$ cat src/rtl/twf_pkg.sv
`timescale 1ns/1ps
package twf_pkg;
    typedef enum logic [1:0] {
        ACT_STEP   = 2'd0,
        ACT_SKIP   = 2'd1,
        ACT_BRANCH = 2'd2,
        ACT_JUMP   = 2'd3
    } pc_act_e;

    typedef enum logic [1:0] {
        WK_INSTR   = 2'd0,
        WK_OPERAND = 2'd1,
        WK_ORPHAN  = 2'd2
    } word_kind_e;
endpackage

$ cat src/rtl/twf_word_class.sv
`timescale 1ns/1ps
module twf_word_class #(
    parameter int PFX_W = 4,
    parameter logic [PFX_W-1:0] PFX = '1
) (
    input  logic [PFX_W-1:0]   prefix,
    input  logic               pair_open,
    output twf_pkg::word_kind_e kind
);
    import twf_pkg::*;

    always_comb begin
        if (prefix == PFX) begin
            kind = pair_open ? WK_OPERAND : WK_ORPHAN;
        end else begin
            kind = WK_INSTR;
        end
    end
endmodule

$ cat src/rtl/twf_pc_next.sv
`timescale 1ns/1ps
module twf_pc_next #(
    parameter int PC_W  = 21,
    parameter int OFF_W = 11
) (
    input  logic [PC_W-1:0]  pc,
    input  twf_pkg::pc_act_e act,
    input  logic [PC_W-2:0]  word_target,
    input  logic [OFF_W-1:0] word_offset,
    output logic [PC_W-1:0]  pc_next
);
    import twf_pkg::*;

    localparam int EXT_W = PC_W - OFF_W - 1;

    logic [PC_W-1:0] seq_pc;
    logic [PC_W-1:0] byte_disp;

    assign seq_pc    = pc + PC_W'(2);
    assign byte_disp = {{EXT_W{word_offset[OFF_W-1]}}, word_offset, 1'b0};

    always_comb begin
        unique case (act)
            ACT_JUMP:   pc_next = {word_target, 1'b0};
            ACT_BRANCH: pc_next = seq_pc + byte_disp;
            default:    pc_next = seq_pc;
        endcase
    end
endmodule

$ cat src/rtl/twf_fetch_seq.sv
`timescale 1ns/1ps
module twf_fetch_seq #(
    parameter int PC_W   = 21,
    parameter int WORD_W = 16,
    parameter int PFX_W  = 4,
    parameter int LO_W   = 8,
    parameter int OFF_W  = 11,
    localparam int LIT_W = WORD_W - PFX_W,
    localparam int OPD_W = LIT_W + LO_W
) (
    input  logic              clk,
    input  logic              rst_n,
    output logic [PC_W-1:0]   fetch_addr,
    input  logic [WORD_W-1:0] fetch_word,
    input  logic              first_of_pair,
    input  logic              skip_req,
    input  logic              jump_valid,
    input  logic [PC_W-2:0]   jump_target,
    input  logic              branch_valid,
    input  logic [OFF_W-1:0]  branch_offset,
    output logic [WORD_W-1:0] instr_word,
    output logic              instr_valid,
    output logic [OPD_W-1:0]  operand,
    output logic              operand_valid,
    output logic              nop_out
);
    import twf_pkg::*;

    typedef struct packed {
        logic [PC_W-1:0]   pc;
        logic              pair_open;
        logic [LO_W-1:0]   first_lo;
        logic [WORD_W-1:0] word;
        logic              ival;
        logic              nop;
        logic              oval;
        logic [OPD_W-1:0]  opd;
    } seq_state_t;

    seq_state_t st_d, st_q;
    pc_act_e    act;
    word_kind_e kind;
    logic [PC_W-1:0] pc_nxt;

    always_comb begin
        if (jump_valid)        act = ACT_JUMP;
        else if (branch_valid) act = ACT_BRANCH;
        else if (skip_req)     act = ACT_SKIP;
        else                   act = ACT_STEP;
    end

    twf_word_class #(
        .PFX_W (PFX_W),
        .PFX   ('1)
    ) u_class (
        .prefix    (fetch_word[WORD_W-1 -: PFX_W]),
        .pair_open (st_q.pair_open),
        .kind      (kind)
    );

    twf_pc_next #(
        .PC_W  (PC_W),
        .OFF_W (OFF_W)
    ) u_pcn (
        .pc          (st_q.pc),
        .act         (act),
        .word_target (jump_target),
        .word_offset (branch_offset),
        .pc_next     (pc_nxt)
    );

    always_comb begin
        st_d      = st_q;
        st_d.pc   = pc_nxt;
        st_d.ival = 1'b0;
        st_d.nop  = 1'b0;
        st_d.oval = 1'b0;
        if (act != ACT_STEP) begin
            st_d.pair_open = 1'b0;
        end else begin
            unique case (kind)
                WK_OPERAND: begin
                    st_d.oval      = 1'b1;
                    st_d.opd       = {fetch_word[LIT_W-1:0], st_q.first_lo};
                    st_d.pair_open = 1'b0;
                end
                WK_ORPHAN: begin
                    st_d.nop       = 1'b1;
                    st_d.pair_open = 1'b0;
                end
                default: begin
                    st_d.ival      = 1'b1;
                    st_d.word      = fetch_word;
                    st_d.pair_open = first_of_pair;
                    st_d.first_lo  = fetch_word[LO_W-1:0];
                end
            endcase
        end
    end

    always_ff @(posedge clk) begin
        if (!rst_n) begin
            st_q <= '0;
        end else begin
            st_q <= st_d;
        end
    end

    assign fetch_addr    = st_q.pc;
    assign instr_word    = st_q.word;
    assign instr_valid   = st_q.ival;
    assign operand       = st_q.opd;
    assign operand_valid = st_q.oval;
    assign nop_out       = st_q.nop;
endmodule

$ cat config.mk
export PLATFORM = sky130hd
export DESIGN_NAME = twf_fetch_seq
export DESIGN_NICKNAME = d
export VERILOG_FILES = /design/src/rtl/twf_pkg.sv /design/src/rtl/twf_word_class.sv /design/src/rtl/twf_pc_next.sv /design/src/rtl/twf_fetch_seq.sv
export SDC_FILE = /design/constraint.sdc
export NUM_CORES = 1
export LEC_CHECK = 0
export BUFFER_PORTS_ARGS = -buffer_cell sky130_fd_sc_hd__buf_4
export CAP_MARGIN = 20
export CORE_AREA = 3 3 82 100
export DETAILED_ROUTE_END_ITERATION = 6
export DIE_AREA = 0 0 85 103
export PLACE_DENSITY_LB_ADDON = 0.12
export REMOVE_ABC_BUFFERS = 1
export SETUP_SLACK_MARGIN = 0.5
export SYNTH_ARGS = -nofsm -noshare
export SYNTH_HDL_FRONTEND = slang
export SYNTH_SLANG_ARGS = --single-unit
export TNS_END_PERCENT = 1
$ cat constraint.sdc
create_clock -name clk -period 7 [get_ports clk]
set_input_delay 1.05 -clock clk [delete_from_list [all_inputs] [get_ports clk]]
set_output_delay 1.05 -clock clk [all_outputs]
set_load 0.005 [all_outputs]
==> results of run 1 <==
## registers in the layout, indices dropped and copies added, names as in the netlist
signal	flops
st_q	8
nop_out	1
fetch_addr	20
operand	20
instr_word	9
instr_valid	1
operand_valid	1
## worst max-delay path: stages, from the launching register on
cell,delay [ns]
dfxtp_1,0.43
ha_1,0.26
nand4_1,0.21
nor3_1,0.37
and3_1,0.23
xor2_1,0.22
ha_1,0.34
a21oi_1,0.15
o21ai_0,0.12
or2_2,0.31
o21ai_0,0.35
nor4_1,0.07
or3_1,0.36
## per-layer routing
| metal | GRT usage (%) | wire length [um] |
|---|---|---|
| met1 | 29.6 | 4560 |
| met2 | 42.2 | 5340 |
| met3 | 3.84 | 694 |
| met4 | 11.1 | 227 |
| met5 | 0 | 0 |
## layout make-up
class / instances / area, um^2
fillers: 702 / 2580
multi-input cells: 374 / 2270
flip-flops and latches: 60 / 1200
repair buffers: 113 / 848
clock buffers: 9 / 124
well taps: 90 / 113
clock inverters: 7 / 75.1
inverters: 16 / 60.1
## cells by family (layout without fill, tap and decap cells)
group	count (synthesis)	in the layout	share of synthesized area, %
adder cells (fa/ha/maj)	26	26	9.19
AND/OR/NAND/NOR	175	175	21.7
buffers and inverters	38	145	4.08
flip-flops	60	60	33.2
AO/OA/AOI/OAI	140	140	23.9
XOR/XNOR	28	28	6.77
multiplexers	4	4	1.11
other	1	1	0.104
## power groups by stage
stage	registers (mW)	clock network, mW	logic (mW)
final	0.375	0.319	0.236
after global routing	0.377	0.340	0.262
after CTS	0.374	0.323	0.234
after detailed placement	0.382	0	0.233
after global placement	0.382	0	0.230
after floorplan	0.380	0	0.143
## path summary, 6_finish.rpt
kind	start	end	slack, ns	cells after the start
max	fetch_addr[1]	fetch_addr[18]	3.44	12
min	st_q[47]	nop_out	0.45	1
max reg2reg	fetch_addr[1]	fetch_addr[18]	3.44	12
min reg2reg	st_q[47]	nop_out	0.45	1
## cell usage after synthesis (3+ instances only)
| cell type | instances |
|---|---|
| clkbuf_1 | 19 |
| a211oi_1 | 8 |
| nor2_1 | 20 |
| or2_2 | 3 |
| and3_1 | 8 |
| and2_1 | 3 |
| o22ai_1 | 3 |
| nor4_1 | 5 |
| nand4_1 | 5 |
| or3_1 | 6 |
| a311oi_1 | 3 |
| nor3_1 | 8 |
| a22oi_1 | 5 |
| xnor2_1 | 17 |
| mux2i_1 | 4 |
| dfxtp_1 | 60 |
| o221a_2 | 3 |
| a21o_1 | 5 |
| ha_1 | 25 |
| inv_1 | 15 |
| nand2_1 | 97 |
| xor2_1 | 11 |
| a21oi_1 | 63 |
| nand3_1 | 13 |
| o21a_1 | 4 |
| o211ai_1 | 4 |
| o21ai_0 | 25 |
## metrics by stage
stage / utilization, % / hold slack [ns] / cells
2_1_floorplan: - / 0.413 / 450
3_3_place_gp: 61.7 / 0.433 / 652
3_5_place_dp: 61.7 / 0.431 / 652
4_1_cts: 64.4 / 0.451 / 668
5_1_grt: 64.5 / 0.472 / 669
6_report: 64.5 / 0.450 / 669
==> impl_metrics.prom, run 1 <==
# TYPE chip_impl_metric gauge
chip_impl_metric{name="synthArstFlopShare",unit="%"} 0
chip_impl_info{name="tritoncts",value="done"} 1
chip_impl_metric{name="max_freq",unit="GHz"} 0.281
chip_impl_metric{name="core-area",unit="um^2"} 7270
chip_impl_info{name="root_buffer",value="clkbuf_8"} 1
chip_impl_metric{name="maximum_capacitance_violations",unit=""} 0
chip_impl_metric{name="setup-violations-final",unit=""} 0
chip_impl_metric{name="routed_wire_length_per_instance",unit="um"} 16.2
chip_impl_metric{name="p_sw_share",unit="%"} 32.0
chip_impl_metric{name="share_seq_of_total_power",unit="%"} 40.3
chip_impl_metric{name="die-width",unit="um"} 85
chip_impl_info{name="status",value="finished, final reports clean"} 1
chip_impl_metric{name="placer_s_final_routability_congestion_estimate",unit=""} 0.961
chip_impl_metric{name="crit_path_max_fanout",unit=""} 6
chip_impl_info{name="category_of_the_worst_setup_path_capture_point",value="register"} 1
chip_impl_metric{name="cts-htree-levels",unit=""} 3
chip_impl_metric{name="placedInstanceArea",unit="um^2"} 4490
chip_impl_info{name="main_flop_type_after_synthesis",value="dfxtp_1"} 1
chip_impl_metric{name="clkPwrFrac",unit="%"} 34.3
chip_impl_info{name="grt_setup_unrepaired",value="false"} 1
chip_impl_metric{name="clock_insertion_delay_worst_skew",unit="ns"} 0.34
chip_impl_metric{name="num_antenna_cells",unit=""} 0
chip_impl_metric{name="area_growth_syn_to_layout",unit="%"} 29.6
chip_impl_metric{name="dp_hpwl",unit="um"} 8090
chip_impl_metric{name="overall_track_demand_over_capacity_in_global_routing",unit="%"} 24.3
chip_impl_metric{name="max_slew.worst_pin.slew",unit="ns"} 0.834
chip_impl_metric{name="drt.antenna.violating_nets",unit=""} 0
chip_impl_info{name="start_kind",value="register"} 1
chip_impl_metric{name="sum_of_overflow_across_all_layers_after_global_routing",unit=""} 0
chip_impl_metric{name="min_period_over_period",unit="%"} 50.8
chip_impl_metric{name="finalWirelength",unit="um"} 10800
chip_impl_metric{name="syn-cell-area",unit="um^2"} 3620
chip_impl_metric{name="cts_resized",unit=""} 0
chip_impl_metric{name="grt_antenna_before_repair",unit=""} 0
chip_impl_metric{name="static-leakage-power",unit="nW"} 2.07
chip_impl_metric{name="netlist.area_leader.share",unit="%"} 33.2
chip_impl_metric{name="grt_max_degree",unit=""} 47
chip_impl_metric{name="routed-via-count",unit=""} 3759
chip_impl_metric{name="syn_area_per_cell",unit="um^2"} 7.67
chip_impl_metric{name="floorplan.io_pins",unit=""} 113
chip_impl_metric{name="finalPower",unit="uW"} 930
chip_impl_metric{name="ctsLongestPathBuffers",unit=""} 2
chip_impl_info{name="post_synth_main_area_contributors",value="dfxtp_1 33%, nand2_1 10%, a21oi_1 8.7%"} 1
chip_impl_metric{name="required",unit="ns"} 7.22
chip_impl_metric{name="power.ir.vdd_worst",unit="mV"} 0.127
chip_impl_metric{name="slew_headroom",unit="%"} 44.3
chip_impl_metric{name="dpl_worst_slack",unit="ns"} 3.52
chip_impl_metric{name="die_area",unit="um^2"} 8760
chip_impl_metric{name="dr_vias_cell",unit=""} 5.62
chip_impl_metric{name="intPower",unit="uW"} 633
chip_impl_metric{name="io_buffers",unit=""} 111
chip_impl_metric{name="hold_viol_final",unit=""} 0
chip_impl_metric{name="yosysSeqAreaShare",unit="%"} 33.2
chip_impl_info{name="highest_count_cells_in_the_layout_ignoring_fill_and_taps",value="113 x buf_4, 97 x nand2_1, 63 x a21oi_1, 60 x dfxtp_1"} 1
chip_impl_info{name="timing_worst_setup_path_type",value="register to register"} 1
chip_impl_metric{name="drt-pass1-iter-count",unit=""} 5
chip_impl_metric{name="postLayoutCellArea",unit="um^2"} 4690
chip_impl_metric{name="timing.critical_path.arrival",unit="ns"} 3.78
chip_impl_info{name="final_common_cell",value="buf_4"} 1
chip_impl_metric{name="fin_nets",unit=""} 653
chip_impl_metric{name="synth.lib_cells_used.distinct",unit=""} 52
chip_impl_metric{name="synthesis.yosys.warnings",unit=""} 0
chip_impl_metric{name="std_cell_rows",unit=""} 34
chip_impl_metric{name="drc",unit=""} 0
chip_impl_metric{name="finalWorstSetupSlack",unit="ns"} 3.44
chip_impl_metric{name="via_count_of_the_first_global_routing_pass",unit=""} 3617
chip_impl_metric{name="worst_clock_skew",unit="ns"} 0.00962
chip_impl_metric{name="maxSlewViolCount",unit=""} 0
chip_impl_metric{name="initialDrtViolationCount",unit=""} 179
chip_impl_metric{name="total_switching_power",unit="uW"} 298
chip_impl_metric{name="grt_pass1_wl",unit="um"} 17100
chip_impl_info{name="synth.largest_area_cell",value="dfxtp_1"} 1
chip_impl_metric{name="yosys_register_bits",unit=""} 60
chip_impl_metric{name="tmin_final",unit="ns"} 3.56
chip_impl_metric{name="tns",unit="ns"} 0
chip_impl_metric{name="tritoncts.num_buffers",unit=""} 9
chip_impl_metric{name="comb_power_share",unit="%"} 25.4
chip_impl_metric{name="cts.reportedPaths.clkPinSlew",unit="ns"} 0.08
chip_impl_metric{name="synth-edff-count",unit=""} 0
chip_impl_metric{name="power.density",unit="nW/um^2"} 198
chip_impl_metric{name="synth_cells",unit=""} 472
chip_impl_metric{name="die_h",unit="um"} 103
chip_impl_metric{name="numClockSinks",unit=""} 60
chip_impl_info{name="min-delay-path-class",value="register to register"} 1
chip_impl_metric{name="cts_hold_repair.buffers",unit=""} 0
chip_impl_metric{name="cts_setup_buffers",unit=""} 0
chip_impl_metric{name="post_route_cells_drive_above_1_share",unit="%"} 23.5
chip_impl_metric{name="start_util",unit="%"} 49.8
No activity file was read; power rests on OpenSTA's default activity.
==> run 2: changes to the inputs <==
--- a/config.mk
+++ b/config.mk
@@ -7,9 +7,9 @@
 export LEC_CHECK = 0
 export BUFFER_PORTS_ARGS = -buffer_cell sky130_fd_sc_hd__buf_4
 export CAP_MARGIN = 20
-export CORE_AREA = 3 3 82 100
+export CORE_AREA = 3 3 85 103
 export DETAILED_ROUTE_END_ITERATION = 6
-export DIE_AREA = 0 0 85 103
+export DIE_AREA = 0 0 88 106
 export PLACE_DENSITY_LB_ADDON = 0.12
 export REMOVE_ABC_BUFFERS = 1
 export SETUP_SLACK_MARGIN = 0.5
==> constraint.sdc (replaced) <==
create_clock -name clk -period 2.9 [get_ports clk]
set_input_delay 0.435 -clock clk [delete_from_list [all_inputs] [get_ports clk]]
set_output_delay 0.435 -clock clk [all_outputs]
set_load 0.005 [all_outputs]
==> impl_metrics.prom, run 2 (synthesis results as in run 1) <==
# TYPE chip_impl_metric gauge
chip_impl_metric{name="ctsLongestPathBuffers",unit=""} 2
chip_impl_metric{name="numClockSinks",unit=""} 60
chip_impl_metric{name="setup-violations-final",unit=""} 0
chip_impl_info{name="min-delay-path-class",value="input pin to register"} 1
chip_impl_metric{name="via_count_of_the_first_global_routing_pass",unit=""} 4074
chip_impl_metric{name="core-area",unit="um^2"} 7750
chip_impl_info{name="crit_path_cell_trace",value="ha_4, nand4_1, buf_6, nor2_4, buf_4, nand3_1, xnor2_1, ha_1, nand4_1, nor3_1, o211ai_1, nand3_1, xnor2_1, o22ai_1"} 1
chip_impl_metric{name="routed_wire_length_per_instance",unit="um"} 17.5
chip_impl_metric{name="fin_nets",unit=""} 733
chip_impl_metric{name="final_cells",unit=""} 751
chip_impl_metric{name="drc",unit=""} 0
chip_impl_metric{name="required",unit="ns"} 3.11
chip_impl_info{name="final_common_cell",value="buf_4"} 1
chip_impl_metric{name="path_depth",unit=""} 14
chip_impl_metric{name="overall_track_demand_over_capacity_in_global_routing",unit="%"} 26.0
chip_impl_metric{name="die-width",unit="um"} 88
chip_impl_metric{name="floorplan.io_pins",unit=""} 113
chip_impl_metric{name="worst-path-buf-inv",unit=""} 2
chip_impl_metric{name="cts_hold_repair.buffers",unit=""} 0
chip_impl_metric{name="area_growth_syn_to_layout",unit="%"} 61.1
chip_impl_metric{name="grt_pass1_wl",unit="um"} 19100
chip_impl_info{name="timing_worst_setup_path_type",value="register to register"} 1
chip_impl_metric{name="hold_viol_final",unit=""} 0
chip_impl_info{name="worst_path_dominant_cell_family",value="simple AND/OR/NAND/NOR gates"} 1
chip_impl_metric{name="timing.critical_path.arrival",unit="ns"} 3.11
chip_impl_metric{name="cts.reportedPaths.clkPinSlew",unit="ns"} 0.07
chip_impl_metric{name="tritoncts.num_buffers",unit=""} 9
chip_impl_metric{name="tmin_final",unit="ns"} 2.90
chip_impl_info{name="category_of_the_worst_setup_path_capture_point",value="register"} 1
chip_impl_metric{name="placer_s_final_routability_congestion_estimate",unit=""} 0.898
chip_impl_metric{name="finalPower",unit="mW"} 2.57
chip_impl_metric{name="io_buffers",unit=""} 111
chip_impl_metric{name="start_util",unit="%"} 46.7
chip_impl_metric{name="worst_clock_skew",unit="ns"} 0.00926
chip_impl_metric{name="largest_stage_delay_worst_path",unit="ns"} 0.37
chip_impl_metric{name="power.ir.vdd_worst",unit="mV"} 0.209
chip_impl_metric{name="dp_hpwl",unit="um"} 9110
chip_impl_info{name="start_kind",value="register"} 1
chip_impl_metric{name="post-route-util",unit="%"} 75.2
chip_impl_info{name="highest_count_cells_in_the_layout_ignoring_fill_and_taps",value="189 x buf_4, 95 x nand2_1, 50 x a21oi_1, 50 x dfxtp_1, 16 x o21ai_0"} 1
chip_impl_metric{name="grt_max_degree",unit=""} 47
chip_impl_metric{name="max_slew.worst_pin.slew",unit="ns"} 0.511
chip_impl_metric{name="cts-htree-levels",unit=""} 3
chip_impl_info{name="grt_setup_unrepaired",value="true"} 1
chip_impl_info{name="slowest_stage",value="dfxtp_4"} 1
chip_impl_metric{name="postLayoutCellArea",unit="um^2"} 5830
chip_impl_metric{name="sum_of_overflow_across_all_layers_after_global_routing",unit=""} 0
chip_impl_metric{name="clock_insertion_delay_worst_skew",unit="ns"} 0.35
chip_impl_metric{name="maxSlewViolCount",unit=""} 0
chip_impl_metric{name="routed-via-count",unit=""} 4293
chip_impl_metric{name="max_freq",unit="GHz"} 0.345
chip_impl_metric{name="grt_antenna_before_repair",unit=""} 0
chip_impl_metric{name="slew_headroom",unit="%"} 65.9
chip_impl_metric{name="power.density",unit="nW/um^2"} 440
chip_impl_metric{name="place_inst",unit=""} 721
chip_impl_info{name="root_buffer",value="clkbuf_8"} 1
chip_impl_metric{name="placedInstanceArea",unit="um^2"} 4990
chip_impl_metric{name="drt-pass1-iter-count",unit=""} 5
chip_impl_metric{name="die_area",unit="um^2"} 9330
chip_impl_metric{name="dpl_worst_slack",unit="ns"} -0.206
chip_impl_metric{name="finalWirelength",unit="um"} 13100
chip_impl_metric{name="static-leakage-power",unit="nW"} 2.57
chip_impl_metric{name="post_route_cells_drive_above_1_share",unit="%"} 44.2
chip_impl_metric{name="drt.antenna.violating_nets",unit=""} 0
chip_impl_metric{name="dr_vias_cell",unit=""} 5.72
chip_impl_metric{name="holdPathStages",unit=""} 2
chip_impl_metric{name="crit_path_max_fanout",unit=""} 3
chip_impl_metric{name="reg2reg_depth",unit=""} 14
chip_impl_metric{name="initialDrtViolationCount",unit=""} 210
chip_impl_metric{name="num_antenna_cells",unit=""} 0
chip_impl_info{name="tritoncts",value="done"} 1
chip_impl_metric{name="std_cell_rows",unit=""} 35
chip_impl_metric{name="die_h",unit="um"} 106
chip_impl_metric{name="min_period_over_period",unit="%"} 100
chip_impl_metric{name="maximum_capacitance_violations",unit=""} 0
chip_impl_info{name="status",value="finished, final reports clean"} 1
chip_impl_metric{name="finalWorstSetupSlack",unit="ns"} 0.00100
-- run 2: cell count changes in the layout (fill, tap and decap cells not counted), sizes merged --
cell and delta:
buf +80
-- run 2: layout make-up --
cell class                      instances  area [um^2]
Clock buffer                            9          124
Clock inverter                          7         75.1
Inverter                               16         60.1
Multi-Input combinational cell        374         2780
Fill cell                             573         1920
Tap cell                               92          115
Timing Repair Buffer                  193         1460
Sequential cell                        60         1220
-- run 2: layer usage --
| layer | share of wire (%) | up-vias | global-route usage (%) |
|---|---|---|---|
| met5 | 0 | - | 0 |
| met4 | 2.5 | 0 | 13.4 |
| met3 | 6.2 | 28 | 3.95 |
| met2 | 51 | 182 | 44.1 |
| met1 | 40 | 2040 | 31.0 |
| li1 | - | 2043 | - |
-- run 2: path summary, 6_finish.rpt --
| check | start | endpoint | slack [ns] |
|---|---|---|---|
| hold / removal | first_of_pair | st_q[47] | 0.29 |
| hold reg to reg | st_q[47] | nop_out | 0.45 |
| setup reg to reg | fetch_addr[2] | fetch_addr[20] | 0.001 |
| setup / recovery | fetch_addr[2] | fetch_addr[20] | 0.001 |
-- run 2: repair_timing --
| action | 4_1_cts | 5_1_grt |
|---|---|---|
| gates resized for setup | 37 | 77 |
| setup buffers | 10 | 4 |
| cloned | 0 | 0 |
| setup endpoints to repair | 13 | 14 |
| pin swaps | 15 | 42 |
-- run 2: report_power, final --
| group | leakage, nW | switching, mW | internal, mW |
|---|---|---|---|
| Clock | 0.104 | 0.366 | 0.400 |
| Sequential | 0.493 | 0.0363 | 0.863 |
| Combinational | 1.98 | 0.441 | 0.458 |
-- run 2: worst register-to-register path, cell delays in order (launching register included) --
cell      delay [ns]
dfxtp_4         0.37
ha_4            0.13
nand4_1         0.20
buf_6           0.23
nor2_4          0.08
buf_4           0.13
nand3_1         0.15
xnor2_1         0.18
ha_1            0.30
nand4_1         0.19
nor3_1          0.24
o211ai_1        0.16
nand3_1         0.16
xnor2_1         0.14
o22ai_1         0.10
-- run 2: per-stage QoR --
step	setup TNS [ns]	hold WS (ns)
3_3_place_gp	-0.210	0.428
6_report	0	0.295
2_1_floorplan	-0.139	0.413
3_5_place_dp	-0.470	0.434
4_1_cts	0	0.290
5_1_grt	-0.126	0.298
==> run 3: changes to the inputs <==
--- a/config.mk
+++ b/config.mk
@@ -7,13 +7,14 @@
 export LEC_CHECK = 0
 export BUFFER_PORTS_ARGS = -buffer_cell sky130_fd_sc_hd__buf_4
 export CAP_MARGIN = 20
-export CORE_AREA = 3 3 85 103
+export CORE_AREA = 3 3 90 109
 export DETAILED_ROUTE_END_ITERATION = 6
-export DIE_AREA = 0 0 88 106
+export DIE_AREA = 0 0 93 112
 export PLACE_DENSITY_LB_ADDON = 0.12
 export REMOVE_ABC_BUFFERS = 1
 export SETUP_SLACK_MARGIN = 0.5
 export SYNTH_ARGS = -nofsm -noshare
 export SYNTH_HDL_FRONTEND = slang
+export SYNTH_HIERARCHICAL = 1
 export SYNTH_SLANG_ARGS = --single-unit
 export TNS_END_PERCENT = 1
==> constraint.sdc (replaced) <==
create_clock -name clk -period 2.4 [get_ports clk]
set_input_delay 0.36 -clock clk [delete_from_list [all_inputs] [get_ports clk]]
set_output_delay 0.36 -clock clk [all_outputs]
set_load 0.005 [all_outputs]
==> impl_metrics.prom, run 3 <==
# TYPE chip_impl_metric gauge
chip_impl_info{name="status",value="complete, but fails checks"} 1
chip_impl_info{name="violations_in_the_final_reports",value="setup timing"} 1
chip_impl_metric{name="max_freq",unit="GHz"} 0.318
chip_impl_metric{name="syn_area_per_cell",unit="um^2"} 8.32
chip_impl_info{name="min-delay-path-class",value="input pin to register"} 1
chip_impl_metric{name="std_cell_rows",unit=""} 38
chip_impl_info{name="category_of_the_worst_setup_path_capture_point",value="register"} 1
chip_impl_metric{name="largest_stage_delay_worst_path",unit="ns"} 0.50
chip_impl_metric{name="synth_compound_area_share",unit="%"} 11.7
chip_impl_metric{name="placedInstanceArea",unit="um^2"} 5320
chip_impl_metric{name="synth.lib_cells_used.distinct",unit=""} 47
chip_impl_metric{name="required",unit="ns"} 2.64
chip_impl_metric{name="die_h",unit="um"} 112
chip_impl_metric{name="drt-pass1-iter-count",unit=""} 4
chip_impl_metric{name="sum_of_overflow_across_all_layers_after_global_routing",unit=""} 0
chip_impl_metric{name="synth-xor-area-share",unit="%"} 6.46
chip_impl_metric{name="area_growth_syn_to_layout",unit="%"} 39.2
chip_impl_metric{name="dp_hpwl",unit="um"} 8480
chip_impl_metric{name="placer_s_final_routability_congestion_estimate",unit=""} 0.966
chip_impl_metric{name="synth_fa_ha_area_share",unit="%"} 8.52
chip_impl_info{name="hold_path_startpoint",value="skip_req"} 1
chip_impl_metric{name="crit_path_max_fanout",unit=""} 3
chip_impl_metric{name="slew_headroom",unit="%"} 47.2
chip_impl_metric{name="yosys_register_bits",unit=""} 61
chip_impl_metric{name="synth_mux_area_share",unit="%"} 10.5
chip_impl_metric{name="core-area",unit="um^2"} 8940
chip_impl_metric{name="overall_track_demand_over_capacity_in_global_routing",unit="%"} 22.0
chip_impl_info{name="crit_path_cell_trace",value="and4_4, nand4_1, nor2_1, xor2_1, ha_1, and3_4, a221o_1, a21oi_2, a21oi_2, or4b_4, a211oi_2, nor3_2, and2_1"} 1
chip_impl_metric{name="largest_reg_flops",unit=""} 21
chip_impl_metric{name="grt_antenna_before_repair",unit=""} 0
chip_impl_metric{name="static-leakage-power",unit="nW"} 2.93
chip_impl_info{name="critical_path.reg2reg.endpoint",value="fetch_addr[20]"} 1
chip_impl_metric{name="place_inst",unit=""} 743
chip_impl_metric{name="syn-cell-area",unit="um^2"} 4200
chip_impl_metric{name="power.ir.vdd_worst",unit="mV"} 0.371
chip_impl_metric{name="ctsLongestPathBuffers",unit=""} 2
chip_impl_metric{name="fin_hold_ws",unit="ns"} 0.239
chip_impl_metric{name="via_count_of_the_first_global_routing_pass",unit=""} 3893
chip_impl_info{name="root_buffer",value="clkbuf_8"} 1
chip_impl_metric{name="routed-via-count",unit=""} 3839
chip_impl_metric{name="clock_insertion_delay_worst_skew",unit="ns"} 0.34
chip_impl_metric{name="max_slew.worst_pin.slew",unit="ns"} 0.791
chip_impl_info{name="timing_worst_setup_path_type",value="register to register"} 1
chip_impl_metric{name="min_period_over_period",unit="%"} 131
chip_impl_metric{name="netlist.area_leader.share",unit="%"} 29.1
chip_impl_metric{name="synthesis.yosys.warnings",unit=""} 6
chip_impl_metric{name="tritoncts.num_buffers",unit=""} 9
chip_impl_metric{name="finalWorstSetupSlack",unit="ns"} -0.749
chip_impl_info{name="synth.largest_area_cell",value="dfxtp_1"} 1
chip_impl_info{name="dominant_cell_type_by_count_on_the_critical_path",value="a21oi_2"} 1
chip_impl_metric{name="setup-violations-final",unit=""} 14
chip_impl_metric{name="initialDrtViolationCount",unit=""} 152
chip_impl_metric{name="timing.reg2reg.setup_slack",unit="ns"} -0.75
chip_impl_info{name="holdPathEnd",value="nop_out"} 1
chip_impl_metric{name="die-width",unit="um"} 93
chip_impl_metric{name="io_buffers",unit=""} 112
chip_impl_metric{name="start_util",unit="%"} 47.0
chip_impl_metric{name="holdPathStages",unit=""} 2
chip_impl_info{name="tritoncts",value="done"} 1
chip_impl_metric{name="drt.antenna.violating_nets",unit=""} 0
chip_impl_info{name="post-synth-top-count-cell",value="nand2_1"} 1
chip_impl_metric{name="cts_hold_repair.buffers",unit=""} 0
chip_impl_info{name="synth_top_family_by_area",value="simple AND/OR/NAND/NOR gates"} 1
chip_impl_metric{name="synth-simple-area-share",unit="%"} 19.7
chip_impl_info{name="worst_path_dominant_cell_family",value="simple AND/OR/NAND/NOR gates"} 1
chip_impl_metric{name="grt_max_degree",unit=""} 78
chip_impl_metric{name="fin_nets",unit=""} 718
chip_impl_metric{name="worst-path-buf-inv",unit=""} 0
chip_impl_metric{name="dr_vias_cell",unit=""} 5.04
chip_impl_info{name="post_synth_main_area_contributors",value="dfxtp_1 29%, mux2i_1 10%, buf_4 10%"} 1
chip_impl_metric{name="tmin_final",unit="ns"} 3.15
chip_impl_metric{name="grt_pass1_wl",unit="um"} 18500
chip_impl_info{name="main_flop_type_after_synthesis",value="dfxtp_1"} 1
chip_impl_metric{name="cts.reportedPaths.clkPinSlew",unit="ns"} 0.07
chip_impl_metric{name="worst_clock_skew",unit="ns"} 0.0109
chip_impl_info{name="highest_count_cells_in_the_layout_ignoring_fill_and_taps",value="199 x buf_4, 70 x nand2_1, 56 x dfxtp_1, 44 x mux2i_1, 29 x a21oi_1"} 1
chip_impl_metric{name="yosysSeqAreaShare",unit="%"} 29.1
chip_impl_metric{name="synthArstFlopShare",unit="%"} 0
chip_impl_metric{name="maxSlewViolCount",unit=""} 0
chip_impl_metric{name="routed_wire_length_per_instance",unit="um"} 14.6
chip_impl_info{name="slowest_stage",value="or4b_4"} 1
chip_impl_info{name="worstReg2RegStart",value="fetch_addr[3]"} 1
chip_impl_metric{name="path_depth",unit=""} 13
chip_impl_metric{name="synth-edff-count",unit=""} 0
chip_impl_metric{name="timing.critical_path.arrival",unit="ns"} 3.39
chip_impl_info{name="start_kind",value="register"} 1
chip_impl_metric{name="floorplan.io_pins",unit=""} 113
chip_impl_metric{name="maximum_capacitance_violations",unit=""} 0
chip_impl_metric{name="final_cells",unit=""} 762
chip_impl_metric{name="synth_cells",unit=""} 505
chip_impl_metric{name="cts-htree-levels",unit=""} 3
chip_impl_info{name="netlist_top_cells_count",value="72 x nand2_1, 61 x dfxtp_1, 58 x buf_4"} 1
chip_impl_metric{name="drc",unit=""} 0
chip_impl_info{name="grt_setup_unrepaired",value="true"} 1
chip_impl_metric{name="power.density",unit="nW/um^2"} 541
chip_impl_info{name="final_common_cell",value="buf_4"} 1
chip_impl_metric{name="post_route_cells_drive_above_1_share",unit="%"} 43.3
chip_impl_metric{name="hold_viol_final",unit=""} 0
chip_impl_metric{name="numClockSinks",unit=""} 61
chip_impl_metric{name="finalPower",unit="mW"} 3.17
chip_impl_metric{name="reg2reg_depth",unit=""} 13
chip_impl_metric{name="postLayoutCellArea",unit="um^2"} 5850
chip_impl_metric{name="finalWirelength",unit="um"} 11200
chip_impl_metric{name="num_antenna_cells",unit=""} 0
chip_impl_metric{name="die_area",unit="um^2"} 10400
==> run 3: changes by cell type after synthesis, moves of 6 or more <==
| cell | before | now |
|---|---|---|
| buf_4 | 1 | 58 |
| mux2i_1 | 4 | 44 |
| a21oi_1 | 63 | 33 |
| nand2_1 | 97 | 72 |
| o21ai_0 | 25 | 5 |
| and2_1 | 3 | 22 |
| o22ai_1 | 3 | 10 |
| a211oi_1 | 8 | 2 |
| a21o_1 | 5 | 11 |
| nand3_1 | 13 | 7 |
| or3_1 | 6 | 0 |
==> run 3: worst max path at each step <==
stage | from | end | slack (ns)
floorplan | fetch_word[14] | instr_word[10] | -1.37
global placement | fetch_addr[5] | fetch_addr[20] | -0.83
CTS | fetch_addr[3] | fetch_addr[17] | -0.70
finish | fetch_addr[3] | fetch_addr[20] | -0.75
global route | fetch_addr[3] | fetch_addr[20] | -0.94
detailed placement | fetch_addr[5] | fetch_addr[17] | -0.92
==> run 3: final cells by class <==
class | count | area (um^2)
fill | 801 | 3090
inverter | 11 | 41.3
multi-input combinational | 351 | 2680
timing repair buffer | 203 | 1550
clock inverter | 6 | 62.6
tap | 120 | 150
clock buffer | 10 | 138
sequential | 61 | 1230
==> run 3: routing by layer <==
layer	part of all wire (%)	global-route usage (%)
met1	44	28.8
met2	47	35.4
met3	6.4	5.74
met4	1.7	7.04
met5	0	0
==> run 3: what timing repair did <==
item                       4_1_cts  5_1_grt
gates resized for setup         47       15
setup endpoints to repair       18       21
buffers inserted                 2        1
pin swaps                       27        7
==> run 3: kinds of logic after synthesis <==
family | Yosys count
muxes | 44
xor gates and xnor gates | 31
adders and majority gates | 28
buffers and inverters | 93
DFF | 61
and+or+nand+nor | 169
AOI/OAI and AO/OA | 79
==> run 3: stage by stage <==
| step | utilization [%] | setup TNS, ns | setup WS [ns] |
|---|---|---|---|
| final | 65.5 | -5.64 | -0.749 |
| after global routing | 65.5 | -8.50 | -0.942 |
| after CTS | 64.6 | -5.69 | -0.703 |
| after detailed placement | 59.5 | -8.87 | -0.919 |
| after global placement | 59.5 | -8.42 | -0.834 |
| after floorplan | - | -27.13 | -1.37 |
==> run 3: where the power goes <==
part	total (mW)	internal [mW]	switching, mW
combinational	1.17	0.626	0.540
sequential	1.09	1.06	0.0309
clock	0.907	0.503	0.404
total	3.17	2.19	0.975
==> run 3: worst register-to-register path, delay by kind of cell (launching register included) <==
kind / cells / cell delay, ns
DFF: 1 / 0.33
AOI/OAI and AO/OA: 4 / 0.83
xor gates and xnor gates: 1 / 0.21
and+or+nand+nor: 7 / 1.40
adders and majority gates: 1 / 0.28
